===== src/rtl/rc_pkg.sv =====
package rc_pkg;

   typedef enum logic {
      DIR_UP   = 1'b0,
      DIR_DOWN = 1'b1
   } rc_dir_e;

   typedef enum logic [1:0] {
      OP_HOLD  = 2'd0,
      OP_CLEAR = 2'd1,
      OP_LOAD  = 2'd2,
      OP_STEP  = 2'd3
   } rc_op_e;

   function automatic rc_op_e rc_decode(input logic clr, input logic ld, input logic en);
      if (clr)     return OP_CLEAR;
      else if (ld) return OP_LOAD;
      else if (en) return OP_STEP;
      else         return OP_HOLD;
   endfunction

endpackage


===== src/rtl/rc_ctrl.sv =====
module rc_ctrl
   import rc_pkg::*;
(
   input  logic    rst,
   input  logic    load,
   input  logic    cnt_en,
   input  logic    dn,
   output rc_op_e  op,
   output rc_dir_e dir
);
   always_comb begin
      op  = rc_decode(rst, load, cnt_en);
      dir = dn ? DIR_DOWN : DIR_UP;
   end
endmodule


===== src/rtl/rc_stepper.sv =====
module rc_stepper
   import rc_pkg::*;
#(
   parameter int WIDTH = 16
)(
   input  logic [WIDTH-1:0] cur,
   input  rc_dir_e          dir,
   output logic [WIDTH-1:0] nxt
);
   localparam int CHAIN = WIDTH + 1;

   logic [CHAIN-1:0] ones_below;
   logic [CHAIN-1:0] zeros_below;
   logic [WIDTH-1:0] inc_val;
   logic [WIDTH-1:0] dec_val;

   assign ones_below[0]  = 1'b1;
   assign zeros_below[0] = 1'b1;

   for (genvar i = 0; i < WIDTH; i++) begin : g_bit
      assign ones_below[i+1]  = ones_below[i]  &  cur[i];
      assign zeros_below[i+1] = zeros_below[i] & ~cur[i];
      assign inc_val[i] = cur[i] ^ ones_below[i];
      assign dec_val[i] = cur[i] ^ zeros_below[i];
   end

   logic unused_chain;
   assign unused_chain = ones_below[WIDTH] ^ zeros_below[WIDTH];

   assign nxt = (dir == DIR_DOWN) ? dec_val : inc_val;
endmodule


===== src/rtl/rc_shadow.sv =====
module rc_shadow
   import rc_pkg::*;
#(
   parameter int WIDTH        = 16,
   parameter int RESTORE_MODE = 1
)(
   input  logic             clk,
   input  rc_op_e           op,
   input  rc_dir_e          dir,
   input  logic [WIDTH-1:0] state,
   output logic             restore,
   output logic [WIDTH-1:0] prev_val
);
   if (RESTORE_MODE != 0) begin : g_keep
      logic [WIDTH-1:0] prev_q;
      logic             prev_vld;
      rc_dir_e          last_dir;

      always_ff @(posedge clk) begin
         unique case (op)
            OP_CLEAR, OP_LOAD: begin
               prev_vld <= 1'b0;
               last_dir <= DIR_UP;
            end
            OP_STEP: begin
               prev_q   <= state;
               prev_vld <= 1'b1;
               last_dir <= dir;
            end
            default: ;
         endcase
      end

      assign restore  = prev_vld && (dir != last_dir);
      assign prev_val = prev_q;
   end else begin : g_none
      logic unused_in;
      assign unused_in = ^{clk, op, dir, state};
      assign restore   = 1'b0;
      assign prev_val  = '0;
   end
endmodule


===== src/rtl/rc_tc.sv =====
module rc_tc
   import rc_pkg::*;
#(
   parameter int WIDTH = 16
)(
   input  logic [WIDTH-1:0] state,
   input  rc_dir_e          dir,
   output logic             tc
);
   logic all_one;
   logic all_zero;

   assign all_one  = &state;
   assign all_zero = ~|state;
   assign tc = (dir == DIR_DOWN) ? all_zero : all_one;
endmodule


===== src/rtl/rev_counter.sv =====
module rev_counter
   import rc_pkg::*;
#(
   parameter int WIDTH        = 16,
   parameter int RESTORE_MODE = 1
)(
   input  logic             clk,
   input  logic             rst,
   input  logic             load,
   input  logic [WIDTH-1:0] din,
   input  logic             cnt_en,
   input  logic             dn,
   output logic [WIDTH-1:0] q,
   output logic             tc
);
   localparam logic [WIDTH-1:0] ZERO = '0;

   if (WIDTH < 2) begin : g_bad_width
      $error("rev_counter: WIDTH must be at least 2");
   end
   if (RESTORE_MODE != 0 && RESTORE_MODE != 1) begin : g_bad_mode
      $error("rev_counter: RESTORE_MODE must be 0 or 1");
   end

   rc_op_e           op;
   rc_dir_e          dir;
   logic [WIDTH-1:0] state_q;
   logic [WIDTH-1:0] arith_nxt;
   logic [WIDTH-1:0] prev_val;
   logic             restore;
   logic [WIDTH-1:0] step_nxt;

   rc_ctrl u_ctrl (
      .rst    (rst),
      .load   (load),
      .cnt_en (cnt_en),
      .dn     (dn),
      .op     (op),
      .dir    (dir)
   );

   rc_stepper #(.WIDTH(WIDTH)) u_step (
      .cur (state_q),
      .dir (dir),
      .nxt (arith_nxt)
   );

   rc_shadow #(.WIDTH(WIDTH), .RESTORE_MODE(RESTORE_MODE)) u_shadow (
      .clk      (clk),
      .op       (op),
      .dir      (dir),
      .state    (state_q),
      .restore  (restore),
      .prev_val (prev_val)
   );

   rc_tc #(.WIDTH(WIDTH)) u_tc (
      .state (state_q),
      .dir   (dir),
      .tc    (tc)
   );

   assign step_nxt = restore ? prev_val : arith_nxt;

   always_ff @(posedge clk) begin
      unique case (op)
         OP_CLEAR: state_q <= ZERO;
         OP_LOAD:  state_q <= din;
         OP_STEP:  state_q <= step_nxt;
         default:  state_q <= state_q;
      endcase
   end

   assign q = state_q;
endmodule


===== config.mk =====
export PLATFORM = sky130hd
export DESIGN_NAME = rev_counter
export DESIGN_NICKNAME = d
export VERILOG_FILES = /design/src/rtl/rc_pkg.sv /design/src/rtl/rc_ctrl.sv /design/src/rtl/rc_stepper.sv /design/src/rtl/rc_shadow.sv /design/src/rtl/rc_tc.sv /design/src/rtl/rev_counter.sv
export SDC_FILE = /design/constraint.sdc
export NUM_CORES = 1
export LEC_CHECK = 0
export CAP_MARGIN = 0
export CORE_MARGIN = 5
export CORE_UTILIZATION = 40
export CTS_BUF_LIST = sky130_fd_sc_hd__clkbuf_16
export DETAILED_ROUTE_END_ITERATION = 16
export DONT_BUFFER_PORTS = 1
export PLACE_DENSITY = 0.63
export SYNTH_ARGS = -nofsm -noshare
export SYNTH_HDL_FRONTEND = slang
export SYNTH_SLANG_ARGS = --single-unit

===== constraint.sdc =====
create_clock -name clk -period 1.9 [get_ports clk]
set_input_delay 0.38 -clock clk [delete_from_list [all_inputs] [get_ports clk]]
set_output_delay 0.38 -clock clk [all_outputs]
set_load 0.01 [all_outputs]

==> impl_metrics.tcl <==
set metrics [dict create \
    top_layer_used "met4" \
    htree_levels 2 \
    grt_pass1_vias 1311 \
    syn_avg_cell_area_um2 11.94 \
    portBuffers 0 \
    drcViolationCount 0 \
    fin_area_mm2 0.002201 \
    wl_mm 4.330 \
    fp.dieW_um 77.58 \
    crit_fanout 2 \
    cp_slowest_cell "edfxtp_1" \
    ios 38 \
    worstPathRequired_ns 1.52 \
    fill_cells 392 \
    cts_buffer_depth 2 \
    synth_cell_types 37 \
    grt_usage_pct 14.74 \
    layout_setup_ws_ns -0.1478 \
    cts-buffers-inserted 5 \
    fmax_ghz 0.4883 \
    p_per_area_mw_per_mm2 894.5 \
    max_cap_viol_count 0 \
    final_util_pct 50.20 \
    yosysMostFrequentCell "edfxtp_1" \
    ys_warn_count 0 \
    netlist.area_leader.share_pct 55.89 \
    worst_slew_pin_slew_ns 0.8547 \
    peakVddDrop_v 0.0005054 \
    slew_headroom_pct 43.02 \
    syn_inst 153 \
    dp_hpwl_mm 3.041 \
    violations "setup timing" \
    ys_seq_area_share_pct 55.89 \
    async_reset_ff_share_pct 0 \
    area_delta_synth_final_pct 20.48 \
    status "finished, violations left" \
    routabilityCongestion 0.8181 \
    nNetsFinal 195 \
    finalSetupViolCount 1 \
    ys_ff_latch 34 \
    grt_max_degree 19 \
    antennaDiodeCount 0 \
    drt_iter0_drc 126 \
    drtPass1Iterations 4 \
    cts_tree "built" \
    leakagePower_nw 0.7545 \
    crit_arrival_ns 1.67 \
    numClockSinks 34 \
    synth_edf_count 34 \
    placed_area_mm2 0.001998 \
    synth-main-ff-cell "edfxtp_1" \
    ant_nets 0 \
    design.die.area_mm2 0.006019 \
    min_path_type "in -> reg" \
    period_share_pct 107.8 \
    endpoint_kind "output port" \
    final_layout_size_suffix_gt1_share_pct 24.71 \
    crit_type "reg -> out" \
    clk_pin_slew_worst_paths_ns 0.05 \
    skew_ns 0.004150 \
    grt_overflow_total 0 \
    clk_latency_ns 0.27 \
    path_cells "nor4_4 > nand4_1 > or3_4 > o21ai_4" \
    cts_root_buffer "clkbuf_16" \
    antenna_found_initial 0 \
    syn_area_mm2 0.001827 \
    synth_common_cells "edfxtp_1 (34), a22oi_1 (15), nand2_1 (14), o21ai_0 (13), xnor2_1 (13)" \
    m1WireLength_mm 1.791 \
    met2_length_mm 2.160 \
    cts_hold_buffers 0 \
    fp.dieH_um 77.58 \
    initial_core_util_pct 41.67 \
    route.met3.wl_um 320 \
    viasPerCell 5.783 \
    startpoint_type "register" \
    drv_slew 0 \
    p_total_mw 1.969 \
    slowest_delay_ns 0.45 \
    synth_nets 174 \
    core-area_mm2 0.004384 \
    drt-wirelength-per-cell_um 19.16 \
    rsz0062_at_grt "true" \
    placementRows 24 \
    vias 1307 \
    period_needed_ns 2.048 \
    synth_top_cell_by_area "edfxtp_1" \
    grt_pass1_wl_mm 6.955 \
    synth_top_cells_by_area "edfxtp_1 (56%), xnor2_1 (6.2%), a22oi_1 (6.2%)" \
    tns_ns -0.1478 \
    hold_violations 0 \
    place_ws_ns -0.04622 \
]
==> logic make-up after synthesis <==
logic type / share of synthesized area [%]
AND/OR/NAND/NOR: 15.55
flip-flops: 55.89
buffers and inverters: 2.603
XOR/XNOR: 8.151
multiplexers: 0.5480
AO/OA/AOI/OAI: 17.26
==> layout by cell type, fill, tap and decap left out, drive strengths merged, types with 3 or more instances in the layout <==
master / synthesis / layout
o21ai: 19 / 19
nand4: 3 / 3
nor2: 5 / 5
a22oi: 15 / 15
nand3: 4 / 4
edfxtp: 34 / 34
nor4: 3 / 3
clkbuf: 5 / 5
xnor2: 13 / 13
a21oi: 5 / 5
nand2: 15 / 15
xor2: 4 / 4
inv: 2 / 4
buf: 3 / 22
or3: 3 / 3
==> final timing paths <==
kind | startpoint | depth (start not counted) | slack [ns] | end
setup / recovery | q[1]$_DFFE_PP_ | 4 | -0.15 | tc
hold / removal | din[0] | 2 | 0.31 | q[0]$_DFFE_PP_
setup reg to reg | q[1]$_DFFE_PP_ | 6 | 0.05 | q[15]$_DFFE_PP_
hold reg to reg | u_shadow.prev_val[4]$_DFFE_PP_ | 2 | 0.55 | q[4]$_DFFE_PP_
==> layer usage <==
metal / track usage (%) / vias to the layer above
met3: 4.745 / 6
met4: 5.326 / 0
met1: 18.60 / 625
met2: 23.62 / 41
met5: 0 / -
li1: - / 635
==> flip-flops by register name, summed over array words and instances (netlist names) <==
register / cells
q: 16
u_shadow.g_keep.last_dir: 1
u_shadow.g_keep.prev_vld: 1
u_shadow.prev_val: 16
==> where the power goes <==
part	switching, mW	leakage, nW	internal, mW	total [mW]
Sequential	0.0428	0.356	0.887	0.929
Combinational	0.167	0.326	0.139	0.307
Clock	0.265	0.0723	0.467	0.733
Total	0.476	0.755	1.49	1.97
==> stage by stage <==
step	hold WS, ns	std cells
floorplan	0.5186	153
global placement	0.5270	216
detailed placement	0.5416	216
CTS	0.3088	226
global route	0.3165	226
finish	0.3123	226
==> timing repair <==
item,in CTS,in global routing
pin swaps,2,3
setup endpoints to repair,15,4
resized for setup,3,4
buffers inserted,3,0
==> area by class of cell <==
class                      count  area, µm²  share of cell area [%]
inverter                       2      7.507                  0.3411
multi-input combinational    109      809.5                   36.78
clock buffer                   5      125.1                   5.685
clock inverter                 2      7.507                  0.3411
tap                           52      65.06                   2.956
timing repair buffer          22      165.2                   7.504
sequential                    34       1021                   46.39
==> critical path, delay by kind of cell (launching register included) <==
| kind | cells | cell delay (ns) |
|---|---|---|
| AOI/OAI and AO/OA | 1 | 0.08 |
| DFF | 1 | 0.45 |
| and+or+nand+nor | 3 | 0.87 |
Power figures use the tool's default switching activity.
